===== config.mk =====
export PLATFORM = sky130hd
export DESIGN_NAME = cyc_instr_seq
export DESIGN_NICKNAME = d
export VERILOG_FILES = /design/src/rtl/tseq_pkg.sv /design/src/rtl/tseq_next_addr.sv /design/src/rtl/tseq_hold_timer.sv /design/src/rtl/tseq_field_split.sv /design/src/rtl/cyc_instr_seq.sv
export SDC_FILE = /design/constraint.sdc
export NUM_CORES = 1
export LEC_CHECK = 0
export BUFFER_PORTS_ARGS = -buffer_cell sky130_fd_sc_hd__buf_2
export CAP_MARGIN = 20
export CORE_ASPECT_RATIO = 1.2
export CORE_MARGIN = 4
export CORE_UTILIZATION = 43
export CTS_CLUSTER_DIAMETER = 60
export DETAILED_ROUTE_END_ITERATION = 6
export GPL_TIMING_DRIVEN = 0
export PLACE_DENSITY = 0.71
export SLEW_MARGIN = 20
export SYNTH_ARGS = -nofsm -noshare
export SYNTH_HDL_FRONTEND = slang
export SYNTH_SLANG_ARGS = --single-unit

===== constraint.sdc =====
create_clock -name clk -period 6.2 [get_ports clk]
set_input_delay 1.24 -clock clk [delete_from_list [all_inputs] [get_ports clk]]
set_output_delay 1.24 -clock clk [all_outputs]
set_load 0.01 [all_outputs]

===== src/rtl/tseq_pkg.sv =====
`timescale 1ns/1ps
package tseq_pkg;
  localparam int WORD_W = 64;
  localparam int PTR_W  = 5;   // width of address-type fields inside the word
  localparam int DUR_W  = 4;
  localparam int OFF_W  = 4;
  localparam int DP_W   = 19;
  localparam int DLY_W  = 4;
  localparam int NOC_W  = 11;
  localparam int RSV_W  = 7;

  // Most significant field first; bit 0 is the low end of the duration.
  typedef struct packed {
    logic [RSV_W-1:0] rsvd;
    logic [NOC_W-1:0] noc;
    logic [DLY_W-1:0] out_dly;
    logic [DLY_W-1:0] in_dly;
    logic [DP_W-1:0]  dp;
    logic [PTR_W-1:0] win_end;
    logic [PTR_W-1:0] win_start;
    logic [OFF_W-1:0] step;
    logic             wrap;
    logic [DUR_W-1:0] dur;
  } tseq_word_t;
endpackage


===== src/rtl/tseq_next_addr.sv =====
`timescale 1ns/1ps
module tseq_next_addr
  import tseq_pkg::*;
#(
  parameter int DEPTH  = 20,
  parameter int BANK_W = 1
) (
  input  logic              loaded,
  input  logic [PTR_W-1:0]  cur_addr,
  input  logic [BANK_W-1:0] cur_bank,
  input  logic [BANK_W-1:0] bank_sel,
  input  logic [OFF_W-1:0]  step,
  input  logic              wrap,
  input  logic [PTR_W-1:0]  win_start,
  input  logic [PTR_W-1:0]  win_end,
  output logic [PTR_W-1:0]  fetch_addr
);
  localparam logic [PTR_W:0] DEPTH_V = (PTR_W+1)'(DEPTH);

  logic [PTR_W:0]   sum;
  logic [PTR_W-1:0] start;
  logic             past_end;
  logic             restart;

  always_comb begin
    sum      = {1'b0, cur_addr} + {{(PTR_W+1-OFF_W){1'b0}}, step};
    start    = ({1'b0, win_start} < DEPTH_V) ? win_start : '0;
    past_end = wrap || (sum >= {1'b0, win_end}) || (sum >= DEPTH_V);
    restart  = !loaded || (bank_sel != cur_bank);
    if (restart)       fetch_addr = '0;
    else if (past_end) fetch_addr = start;
    else               fetch_addr = sum[PTR_W-1:0];
  end
endmodule


===== src/rtl/tseq_hold_timer.sv =====
`timescale 1ns/1ps
module tseq_hold_timer
  import tseq_pkg::*;
(
  input  logic             clk,
  input  logic             rst_n,
  input  logic             adv,
  input  logic             load,
  input  logic [DUR_W-1:0] load_val,
  output logic             zero
);
  logic [DUR_W-1:0] remain;

  always_ff @(posedge clk or negedge rst_n) begin
    if (!rst_n)                   remain <= '0;
    else if (load)                remain <= load_val;
    else if (adv && remain != '0) remain <= remain - 1'b1;
  end

  assign zero = (remain == '0);
endmodule


===== src/rtl/tseq_field_split.sv =====
`timescale 1ns/1ps
module tseq_field_split
  import tseq_pkg::*;
(
  input  tseq_word_t       word,
  output logic [DP_W-1:0]  dp_ctl,
  output logic [DLY_W-1:0] in_dly,
  output logic [DLY_W-1:0] out_dly,
  output logic [NOC_W-1:0] noc_ctl,
  output logic [RSV_W-1:0] rsvd_ctl
);
  assign dp_ctl   = word.dp;
  assign in_dly   = word.in_dly;
  assign out_dly  = word.out_dly;
  assign noc_ctl  = word.noc;
  assign rsvd_ctl = word.rsvd;
endmodule


===== src/rtl/cyc_instr_seq.sv =====
`timescale 1ns/1ps
module cyc_instr_seq
  import tseq_pkg::*;
#(
  parameter int DEPTH   = 20,
  parameter int NBANKS  = 2,
  localparam int BANK_W = (NBANKS > 1) ? $clog2(NBANKS) : 1
) (
  input  logic              clk,
  input  logic              rst_n,
  input  logic              run_en,
  input  logic [BANK_W-1:0] bank_sel,
  output logic [BANK_W-1:0] mem_bank,
  output logic [PTR_W-1:0]  mem_addr,
  input  logic [WORD_W-1:0] mem_rdata,
  output logic              ctl_valid,
  output logic [DP_W-1:0]   dp_ctl,
  output logic [DLY_W-1:0]  in_dly,
  output logic [DLY_W-1:0]  out_dly,
  output logic [NOC_W-1:0]  noc_ctl,
  output logic [RSV_W-1:0]  rsvd_ctl
);
  tseq_word_t        ir;
  tseq_word_t        fetched;
  logic [PTR_W-1:0]  cur_addr;
  logic [BANK_W-1:0] cur_bank;
  logic              loaded;
  logic              tmr_zero;
  logic              expire;
  logic [PTR_W-1:0]  fetch_addr;

  assign fetched = tseq_word_t'(mem_rdata);
  assign expire  = run_en && (!loaded || tmr_zero);

  tseq_next_addr #(.DEPTH(DEPTH), .BANK_W(BANK_W)) u_next (
    .loaded    (loaded),
    .cur_addr  (cur_addr),
    .cur_bank  (cur_bank),
    .bank_sel  (bank_sel),
    .step      (ir.step),
    .wrap      (ir.wrap),
    .win_start (ir.win_start),
    .win_end   (ir.win_end),
    .fetch_addr(fetch_addr)
  );

  tseq_hold_timer u_timer (
    .clk     (clk),
    .rst_n   (rst_n),
    .adv     (run_en),
    .load    (expire),
    .load_val(fetched.dur),
    .zero    (tmr_zero)
  );

  always_ff @(posedge clk or negedge rst_n) begin
    if (!rst_n) begin
      ir       <= '0;
      cur_addr <= '0;
      cur_bank <= '0;
      loaded   <= 1'b0;
    end else if (expire) begin
      ir       <= fetched;
      cur_addr <= fetch_addr;
      cur_bank <= bank_sel;
      loaded   <= 1'b1;
    end
  end

  assign mem_addr  = fetch_addr;
  assign mem_bank  = bank_sel;
  assign ctl_valid = loaded;

  tseq_field_split u_split (
    .word    (ir),
    .dp_ctl  (dp_ctl),
    .in_dly  (in_dly),
    .out_dly (out_dly),
    .noc_ctl (noc_ctl),
    .rsvd_ctl(rsvd_ctl)
  );
endmodule


======== Word-level counts from Yosys, hierarchy flattened ========
Cells that the tools add are included.
cells by class
  $add $sub $neg .......................... 2
  multipliers ............................. 0
  divide/modulo/power cells ............... 0
  order comparisons ....................... 3
  eq/ne operators ......................... 1
  shift operators ......................... 0
  mux-type cells .......................... 5
  bitwise operators ....................... 0
  reductions and logical operators ........ 10
operators with widths
  kind                   count
  $mux W5                3
  $mux W4                2
  $add A5 B4 Y6          1
  $ge A6 B5 Y1           1
  $ge A6 B5 Y1 const B   1
  $lt A5 B5 Y1 const B   1
  $logic_not A4 Y1       1
  $logic_or A1 B1 Y1     4
  $reduce_bool A4 Y1     1
  $sub A4 B1 Y4 const B  1
  $logic_and A1 B1 Y1    2
  $reduce_bool A2 Y1     1
  $logic_not A1 Y1       1
  $ne A1 B1 Y1           1
storage, ports and cells
  bits in registers ....................... 71
  bits in latches ......................... 0
  RAM bits ................................ 0
  memory bits (read-only) ................. 0
  input port bits ......................... 68
  output and inout bits ................... 52
  word-level logic and storage cells ...... 34
  memories ................................ 0

======== Longest topological paths before layout ========
Gate-level depths: netlist (run 1).
  depth in word-level cells ............... 6
  mapped depth ............................ 12
  gate-level depth less buffers ........... 12

======== Cells and area by module ========
From an unflattened synthesis (run 1), not the netlist that was laid out.
second synthesis, totals
  cell total of the unflattened synthesis .. 287
  area total of the unflattened synthesis .. 3769.9 um^2
by module, submodules not included
  module            instances  cells an instance  area each (um^2)  sequential area each (um^2)
  cyc_instr_seq     1          153                2673.8            1776.7
  tseq_next_addr    1          62                 488.0             0.0
  tseq_field_split  1          45                 337.8             0.0
  tseq_hold_timer   1          27                 270.3             100.1

======== Worst setup path after synthesis (run 1) ========
No wires, ideal clock.
  kind .................................... reg2out
  start point ............................. register ir[5] (netlist bit)
  end point ............................... output port mem_addr[0]
  arrival ................................. 3.158 ns
  required time ........................... 4.960 ns
  path slack .............................. 1.802 ns
  cell stages (with the launch flop) ...... 13
  path buffers ............................ 0
  cell sequence ........................... dfrtp_1 ha_1 inv_1 fa_1 nand2b_1 a21oi_1 xor2_1 ha_1 o21ai_0 o21ai_1 a2111oi_4 mux2_2 nor2_1
on the way
  longest elaborated chain between the ends .. 6
  elaborated cells on any way between the ends .. 7
  those cells by class .................... add/sub (1); order compare (2); mux (2); reduce/logical (2)
RTL lines
  what                             RTL line              RTL
  start: declaration               cyc_instr_seq.sv:23   tseq_word_t ir;
  start signal: assignment         cyc_instr_seq.sv:63   ir <= fetched;
  $add A5 B4 Y6 *                  tseq_next_addr.sv:26  sum = {1'b0, cur_addr} + {{(PTR_W+1-OFF_W){1'b0}}, step};
  $ge A6 B5 Y1                     tseq_next_addr.sv:28  past_end = wrap || (sum >= {1'b0, win_end}) || (sum >= DEPTH_V);
  $logic_or A1 B1 Y1 (2 in a row)  tseq_next_addr.sv:28
  $mux W5 *                        tseq_next_addr.sv:31  else if (past_end) fetch_addr = start;
  $mux W5 *                        tseq_next_addr.sv:30  if (restart) fetch_addr = '0;
  end: declaration                 cyc_instr_seq.sv:14   output logic [PTR_W-1:0] mem_addr,
Mark *: on every way between the ends. The rest lies on a longest branch, timed or not.

======== Final worst setup path (run 1) ========
  start point ............................. register cur_addr[0]
  end point ............................... output port mem_addr[0]
on the way
  longest elaborated chain between the ends .. 6
  elaborated cells on any way between the ends .. 7
  those cells by class .................... add/sub (1); order compare (2); mux (2); reduce/logical (2)
RTL lines
  what                             RTL line              RTL
  start: declaration               cyc_instr_seq.sv:25   logic [PTR_W-1:0] cur_addr;
  start signal: assignment         cyc_instr_seq.sv:64   cur_addr <= fetch_addr;
  $add A5 B4 Y6 *                  tseq_next_addr.sv:26
  $ge A6 B5 Y1                     tseq_next_addr.sv:28
  $logic_or A1 B1 Y1 (2 in a row)  tseq_next_addr.sv:28
  $mux W5 *                        tseq_next_addr.sv:31
  $mux W5 *                        tseq_next_addr.sv:30
Marked as above.

==> impl_metrics.json, run 1 <==
{
  "status": "completed",
  "clkTransAtPathRegs_ns": 0.07,
  "p_leak_nw": 2.32,
  "ys.flop_type": "dfrtp_1",
  "rr_endpoint": "cur_addr[0]",
  "fin_ws_ns": 1.11,
  "hold_end": "cur_addr[2]",
  "fp.dieW_um": 90.9,
  "antenna_left": 0,
  "synth.most_common_cell": "dfrtp_1",
  "critPathLaunchType": "register",
  "setup_viol": 0,
  "postSynthRegisterBits": 71,
  "min_period_over_period_pct": 82.1,
  "insertion_delay_ns": 0.34,
  "syn_area_um2": 3540,
  "gp_congestion": 0.777,
  "path_max_fanout": 6,
  "wl_per_cell_um": 13.8,
  "hp-class": "reg -> reg",
  "report.final.hold_viol_count": 0,
  "place_hpwl_um": 5550,
  "grt_pass1_vias": 2559,
  "antenna_found_initial": 0,
  "synth_top_area_cell": "dfrtp_1",
  "postSynth.asyncResetShare_pct": 100,
  "maxCapViolCount": 0,
  "htree_levels": 3,
  "diodes": 0,
  "stdcell_count": 519,
  "pre_cts_ws_ns": 1.45,
  "cts_tree": "yes",
  "final_area_um2": 4520,
  "drt-pass1-iter-count": 4,
  "num-fill-cells": 700,
  "syn_area_per_cell_um2": 12.3,
  "fin_tns_setup_ns": 0,
  "dp_cells": 503,
  "crit_chain": "ha_1, inv_1, fa_1, nand2b_1, a21oi_1, xor2_1, ha_1, o21ai_0, o21ai_1, a2111oi_4, mux2_2, nor2_1, buf_2",
  "synth-edff-count": 0,
  "vias": 2464,
  "synth_commonest_cells": "dfrtp_1, mux2_2, buf_4",
  "worstHoldStart": "cur_addr[2]",
  "rrSetupSlack_ns": 2.73,
  "dpl-instance-area_um2": 4290,
  "cts_max_path_buffers": 2,
  "cts_num_sinks": 71,
  "ys_warn_count": 0,
  "required_ns": 4.96,
  "synth_top_area_share_pct": 50.2,
  "ir_drop_uv": 231,
  "worstSetupPathType": "reg -> out",
  "core_um2": 8060,
  "first_iter_violations": 73,
  "syn_nets": 367,
  "cts_made_buffers": 9,
  "grt_max_degree": 54,
  "worstPathArrival_ns": 3.85,
  "portBuffers": 119,
  "postCtsResizedCells": 0,
  "grt_overflow_total": 0,
  "worstMarginPinSlew_ns": 0.632,
  "wl_um": 7170,
  "layout-drive-gt1-share_pct": 59.0,
  "io_pins": 120,
  "total_power_mw": 2.52,
  "initial_utilization_pct": 43.9,
  "finalNetCount": 498,
  "crit_path_max_incr_delay_ns": 0.65,
  "grt_pass1_wl_um": 11700,
  "critPathMostFrequentCell": "ha_1",
  "cts.hold.buffers_added": 0,
  "whs_path_depth": 2,
  "clock_skew_ns": 0.00908,
  "track_usage_pct": 15.1,
  "vias_per_cell": 4.75,
  "postCtsSetupRepairBufs": 0,
  "fmax_ghz": 0.196,
  "area_delta_synth_final_pct": 27.7,
  "synth-seq-area-share_pct": 50.2,
  "die_area_um2": 9760,
  "synth_area_leaders": "dfrtp_1, mux2_2, buf_4",
  "min_period_ns": 5.09,
  "crit_slowest_cell": "a2111oi_4",
  "die_y_um": 107,
  "synth_cells": 288,
  "synth.distinct_cells": 36,
  "r2r_cells": 12,
  "power_per_cell_area_nw_per_um2": 557,
  "max_slew_margin_pct": 57.9,
  "drc": 0,
  "clock-root-buffer": "clkbuf_8",
  "worstSetupEndpointType": "output port",
  "std_cell_rows": 36,
  "drv_slew": 0,
  "timing.rr.start": "cur_addr[0]",
  "rsz0062_at_grt": "no"
}
[worst max path at each step]
stage,start,slack [ns],endpoint,depth (start not counted)
after detailed placement,ir[5],1.45,mem_addr[0],13
after floorplan,ir[5],1.80,mem_addr[0],12
after CTS,ir[5],1.06,mem_addr[0],13
after global placement,ir[5],1.48,mem_addr[0],13
after global routing,ir[5],0.80,mem_addr[0],13
final,cur_addr[0],1.11,mem_addr[0],13
[critical path: cells and delay by family (launching register included)]
| family | cells | cell delay, ns |
|---|---|---|
| and+or+nand+nor | 2 | 0.29 |
| muxes | 1 | 0.42 |
| DFF | 1 | 0.36 |
| adders and majority gates | 3 | 0.92 |
| buffers and inverters | 2 | 0.22 |
| xor gates and xnor gates | 1 | 0.35 |
| AOI/OAI and AO/OA | 4 | 0.99 |
[per-stage QoR]
step | util, % | hold slack [ns]
floorplan | - | 0.454
global placement | 52.8 | 0.475
detailed placement | 53.2 | 0.481
CTS | 56.1 | 0.498
global route | 56.1 | 0.518
finish | 56.1 | 0.490
[where the power goes]
group / internal [mW] / switching (mW)
clock network: 0.269 / 0.173
logic: 0.720 / 0.546
registers: 0.689 / 0.124
[cell type report]
type	count	area [um^2]	share of cell area, %
plain buffers	55	385	8.52
clock buffers	11	131	2.90
clock inverters	5	106	2.35
well taps	95	119	2.63
inverters	12	45.0	0.996
multi-input cells	150	1340	29.5
flip-flops and latches	71	1780	39.3
repair buffers	120	626	13.8
[cell usage in the layout, fill, tap and decap left out, types with 2 or more instances in the layout]
cell type  synthesis  routed
nand2b_1           2       2
o21ai_0            7       7
nor3b_1            3       3
nor2_1            10      10
mux2_2            62      62
inv_1             12      12
nor2b_1            3       3
nand2_1           12      12
a21oi_1            5       5
bufinv_16          0       3
xnor2_1            5       5
a21o_1             2       2
ha_1              10      10
and3_1             2       2
o21a_1             2       2
clkbuf_8           0       9
clkbuf_1           5       7
buf_2              2     120
a22o_1             2       2
dfrtp_1           71      71
buf_4             47      48
o21ai_1            4       4
mux2i_1            5       5
[state kept, by name (all words and copies together), names as in the netlist]
| signal | flops |
|---|---|
| ir | 60 |
| cur_addr | 5 |
| ctl_valid | 1 |
| cur_bank | 1 |
| u_timer.remain | 4 |
[metal layers]
| metal | up-vias | global-route usage, % | wire (um) |
|---|---|---|---|
| met2 | 55 | 26.7 | 3820 |
| met1 | 1195 | 17.3 | 2900 |
| met5 | - | 0 | 0 |
| met3 | 12 | 3.57 | 289 |
| li1 | 1202 | - | - |
| met4 | 0 | 6.90 | 157 |
[cell families after synthesis]
family	after synthesis	share of synthesized area [%]
flops	71	50.2
simple gates	38	5.30
buf+inv	67	12.2
compound gates	28	5.69
mux	67	21.1
xor+xnor	6	1.48
fa+ha+maj	11	4.10
Note: power is estimated with default switching activity, not from simulation.
==> run 2, diff against run 1 <==
clock period = 4.9 ns   (was 6.2 ns; I/O delays follow)
==> run 2 against run 1 <==
Effect of this change:
- critical path depth is 1 higher
- worst setup slack worse by 0.78 ns
- global-route usage unchanged
- total power up 27%
- sequential cell count did not move
- die area did not move
- worst hold slack about the same
- core utilization is 0.093 points higher
- cell area increased by 0.17%
- clock skew barely moved
- wire length about the same
==> impl_metrics.json, run 2 (synthesized netlist as in run 1, its figures left out) <==
{
  "status": "completed",
  "p_sw_mw": 1.07,
  "die_area_um2": 9760,
  "fin_ws_ns": 0.334,
  "drc": 0,
  "cts_made_buffers": 9,
  "pre_cts_ws_ns": 0.415,
  "antenna_found_initial": 0,
  "antenna_left": 0,
  "core_um2": 8060,
  "hp-class": "reg -> reg",
  "first_iter_violations": 82,
  "maxCapViolCount": 0,
  "vias_per_cell": 4.75,
  "initial_utilization_pct": 43.9,
  "required_ns": 3.92,
  "clock_skew_ns": 0.00907,
  "swShare_pct": 33.5,
  "grt_max_degree": 54,
  "setup_viol": 0,
  "fp.dieW_um": 90.9,
  "path_max_fanout": 4,
  "cts_num_sinks": 71,
  "crit_slowest_cell": "fa_1",
  "fmax_ghz": 0.219,
  "gp_congestion": 0.777,
  "whs_ns": 0.490,
  "p_int_mw": 2.13,
  "insertion_delay_ns": 0.34,
  "power_per_cell_area_nw_per_um2": 707,
  "max_slew_margin_pct": 62.7,
  "final_cell_mix": "buf_2, dfrtp_1, mux2_2",
  "min_period_ns": 4.57,
  "diodes": 0,
  "htree_levels": 3,
  "cp_top_family": "adder cells",
  "report.final.hold_viol_count": 0,
  "worstPathArrival_ns": 3.59,
  "grt_overflow_total": 0,
  "crit_chain": "ha_1, inv_1, fa_1, nand2b_1, a21oi_1, xor2_1, ha_1, o21ai_0, o21ai_1, a2111oi_4, buf_4, mux2i_1, nor2_1, buf_2",
  "ir_drop_uv": 299,
  "die_y_um": 107,
  "clkPwrFrac_pct": 17.4,
  "place_hpwl_um": 5550,
  "power_frac_seq_pct": 32.1,
  "worstMarginPinSlew_ns": 0.560,
  "p_leak_nw": 2.32,
  "top_register": "ir",
  "final_common_cell": "buf_2",
  "track_usage_pct": 15.1,
  "rsz0062_at_grt": "no",
  "critPathLaunchType": "register",
  "std_cell_rows": 36,
  "cts_max_path_buffers": 2,
  "grt_pass1_vias": 2559,
  "p_comb_share_pct": 50.4,
  "num-fill-cells": 697,
  "finalNetCount": 499,
  "total_power_mw": 3.20,
  "path_buf_inv": 3,
  "largest_reg_flops": 60,
  "portBuffers": 119,
  "reg_top3": "ir (60), cur_addr (5), u_timer.remain (4)",
  "postCtsResizedCells": 0,
  "dp_cells": 503,
  "grt_pass1_wl_um": 11700,
  "cts_tree": "yes",
  "clkTransAtPathRegs_ns": 0.07,
  "layout-drive-gt1-share_pct": 59.1,
  "wl_um": 7170,
  "worstSetupEndpointType": "output port",
  "area_delta_synth_final_pct": 27.9,
  "fin_tns_setup_ns": 0,
  "stdcell_count": 520,
  "worstSetupPathType": "reg -> out",
  "critPathMostFrequentCell": "ha_1",
  "drv_slew": 0,
  "min_period_over_period_pct": 93.2,
  "vias": 2468,
  "wl_per_cell_um": 13.8,
  "drt-pass1-iter-count": 4,
  "clock-root-buffer": "clkbuf_8",
  "io_pins": 120,
  "crit_path_max_incr_delay_ns": 0.41
}
## run 2: cell types whose count changed in the layout (fill, tap and decap cells not counted), sizes merged
cell  delta
buf      +1
## run 2: metal layers
metal  routed length [um]  GRT usage (%)
met1                 2900           17.3
met5                    0              0
met2                 3820           26.7
met4                  157           6.90
met3                  289           3.57
## run 2: worst paths after layout
check / depth (start not counted) / slack [ns] / endpoint / from
setup / recovery: 14 / 0.33 / mem_addr[3] / cur_addr[0]
hold / removal: 2 / 0.49 / cur_addr[2] / cur_addr[2]
setup reg to reg: 13 / 1.68 / cur_addr[3] / cur_addr[0]
hold reg to reg: 2 / 0.49 / cur_addr[2] / cur_addr[2]
max in group asynchronous: 2 / 3.83 / ir[16] / rst_n
min in group asynchronous: 1 / 0.52 / ir[25] / rst_n
## run 2: cell type report
type / instances / area (um^2) / share of cell area, %
clock inverter: 5 / 106 / 2.35
timing repair buffer: 121 / 633 / 14.0
multi-input combinational: 150 / 1340 / 29.5
clock buffer: 11 / 131 / 2.90
inverter: 12 / 45.0 / 0.994
tap: 95 / 119 / 2.62
buffer: 55 / 385 / 8.50
sequential: 71 / 1780 / 39.2
## run 2: worst register-to-register path, delay by kind of cell (launching register included)
kind,cells,cell delay (ns)
fa+ha+maj,3,0.92
compound gates,5,0.79
flops,1,0.36
xor+xnor,1,0.34
buf+inv,2,0.30
mux,1,0.23
simple gates,1,0.19
## run 2: power by group through the flow
stage	combinational [mW]	clock, mW	sequential, mW
detailed placement	1.62	0	1.05
global route	1.79	0.601	1.07
finish	1.62	0.559	1.03
CTS	1.63	0.576	1.03
floorplan	1.21	0	0.994
global placement	1.58	0	1.02
## run 2: repair_timing
action / in CTS / in global routing
endpoints found under the setup margin: 0 / 4
buffers inserted: 0 / 1
hold buffers: 0 / 0
## run 2: through the flow
stage	utilization (%)	instance area, um^2
floorplan	-	3540
global placement	52.8	4260
detailed placement	53.2	4290
CTS	56.1	4520
global route	56.2	4530
finish	56.2	4530
==> run 3, diff against run 2 <==
CORE_UTILIZATION = 45   (was 43)
PLACE_DENSITY = 0.74   (was 0.71)
==> run 3 against run 2 <==
Effect of this change:
- sequential power about the same
- final cell count decreased by 0.58%
- sequential cell count unchanged
- clock skew decreased by 0.0021 ns
- maximum frequency increased by 0.19%
- clock-buffer cell count unchanged
- combinational power about the same
- wire length decreased by 1.9%
- critical path type unchanged
- highest routed layer unchanged
==> impl_metrics.json, run 3 (synthesized netlist as in run 1, its figures left out) <==
{
  "cts_max_path_buffers": 2,
  "cts_tree": "yes",
  "ff_latch_area_um2": 1780,
  "top_register": "ir",
  "worstSetupEndpointType": "output port",
  "whs_ns": 0.503,
  "wl_um": 7040,
  "setup_viol": 0,
  "diodes": 0,
  "rrSetupSlack_ns": 1.61,
  "die_area_um2": 9360,
  "drt-pass1-iter-count": 4,
  "htree_levels": 3,
  "wl_per_cell_um": 13.6,
  "critPathMostFrequentCell": "ha_1",
  "first_iter_violations": 61,
  "place_hpwl_um": 5670,
  "crit_chain": "ha_1, inv_1, fa_1, nand2b_1, a21oi_1, xor2_1, ha_1, o21ai_0, o21ai_1, a2111oi_4, buf_4, mux2i_1, nor2_1, buf_2",
  "track_usage_pct": 16.1,
  "cts_made_buffers": 9,
  "drv_slew": 0,
  "area_delta_synth_final_pct": 26.0,
  "status": "completed",
  "power_per_cell_area_nw_per_um2": 685,
  "antenna_left": 0,
  "cts_num_sinks": 71,
  "drc": 0,
  "grt_pass1_vias": 2557,
  "dpl-instance-area_um2": 4280,
  "final_cell_mix": "buf_2, dfrtp_1, mux2_2",
  "finalNetCount": 500,
  "portBuffers": 119,
  "worstMarginPinSlew_ns": 0.556,
  "multi_input_area_um2": 1340,
  "clock-root-buffer": "clkbuf_8",
  "timing.rr.start": "cur_addr[0]",
  "postCtsResizedCells": 0,
  "whs_path_depth": 2,
  "min_period_over_period_pct": 93.0,
  "core_um2": 7660,
  "final_common_cell": "buf_2",
  "worstPathArrival_ns": 3.58,
  "fmax_ghz": 0.219,
  "hp-class": "reg -> reg",
  "min_period_ns": 4.56,
  "io_pins": 120,
  "fin_tns_setup_ns": 0,
  "report.final.hold_viol_count": 0,
  "hold_end": "cur_addr[2]",
  "final_area_um2": 4460,
  "worstHoldStart": "cur_addr[2]",
  "grt_max_degree": 46,
  "std_cell_rows": 35,
  "critPathLaunchType": "register",
  "p_leak_nw": 2.30,
  "vias": 2450,
  "antenna_found_initial": 0,
  "path_buf_inv": 3,
  "r2r_cells": 14,
  "clock_skew_ns": 0.00699,
  "vias_per_cell": 4.74,
  "gp_congestion": 0.794,
  "rr_endpoint": "cur_addr[2]",
  "maxCapViolCount": 0,
  "ir_drop_uv": 330,
  "cp_top_family": "adder cells",
  "cts.hold.buffers_added": 0,
  "layout-drive-gt1-share_pct": 59.3,
  "path_max_fanout": 4,
  "largest_reg_flops": 60,
  "reg_top3": "ir (60), cur_addr (5), u_timer.remain (4)",
  "crit_path_max_incr_delay_ns": 0.42,
  "initial_utilization_pct": 46.2,
  "clkTransAtPathRegs_ns": 0.07,
  "die_y_um": 105,
  "required_ns": 3.92,
  "grt_pass1_wl_um": 11600,
  "crit_slowest_cell": "fa_1",
  "worstSetupPathType": "reg -> out",
  "max_slew_margin_pct": 62.9,
  "grt_overflow_total": 0,
  "rsz0062_at_grt": "no",
  "num-fill-cells": 657,
  "fp.dieW_um": 89.0,
  "insertion_delay_ns": 0.33
}
run 3: routing by layer:
layer	GRT usage [%]	share of wire, %	wire length (um)	vias to the layer above
met5	0	0	0	-
met4	5.85	1.5	105	0
met3	4.97	6.2	433	8
met2	27.5	54	3830	57
met1	18.6	38	2670	1180
li1	-	-	-	1205
run 3: worst max path at each step:
| stage | from | to | slack [ns] | cells past startpoint |
|---|---|---|---|---|
| after floorplan | ir[5] | mem_addr[0] | 0.76 | 12 |
| after detailed placement | cur_addr[0] | mem_addr[0] | 0.42 | 13 |
| after global routing | ir[5] | mem_addr[3] | 0.06 | 14 |
| after CTS | cur_addr[0] | mem_addr[0] | 0.04 | 13 |
| after global placement | ir[5] | mem_addr[0] | 0.43 | 13 |
| final | cur_addr[0] | mem_addr[3] | 0.34 | 14 |
run 3: metrics by stage:
step	power, mW	setup WS, ns	cells	utilization [%]
5_1_grt	3.33	0.0646	517	58.2
4_1_cts	3.07	0.0401	515	58.0
3_5_place_dp	2.67	0.420	500	55.9
3_3_place_gp	2.61	0.432	499	55.5
6_report	3.06	0.342	517	58.2
2_1_floorplan	2.21	0.762	288	-
run 3: final cells by class:
| cell class | instances | area share (%) |
|---|---|---|
| plain buffers | 55 | 8.64 |
| clock buffers | 11 | 3.17 |
| clock inverters | 4 | 0.505 |
| inverters | 12 | 1.01 |
| multi-input cells | 150 | 29.9 |
| flip-flops and latches | 71 | 39.8 |
| well taps | 92 | 2.58 |
| repair buffers | 122 | 14.4 |
run 3: worst min-delay path: cells and delay by family (launching register included):
| family | cells | cell delay [ns] |
|---|---|---|
| AO/OA/AOI/OAI | 1 | 0.06 |
| flip-flops | 1 | 0.35 |
| AND/OR/NAND/NOR | 1 | 0.06 |
run 3: what timing repair did:
item	CTS	global route
endpoints found under the hold margin	0	0
endpoints found under the setup margin	0	5
buffers inserted	0	2
run 3: where the power goes:
group	leakage [nW]	total (mW)	switching, mW	internal [mW]
registers	0.856	1.03	0.155	0.873
logic	1.36	1.64	0.699	0.936
clock network	0.0850	0.394	0.202	0.192
total	2.30	3.06	1.06	2.00
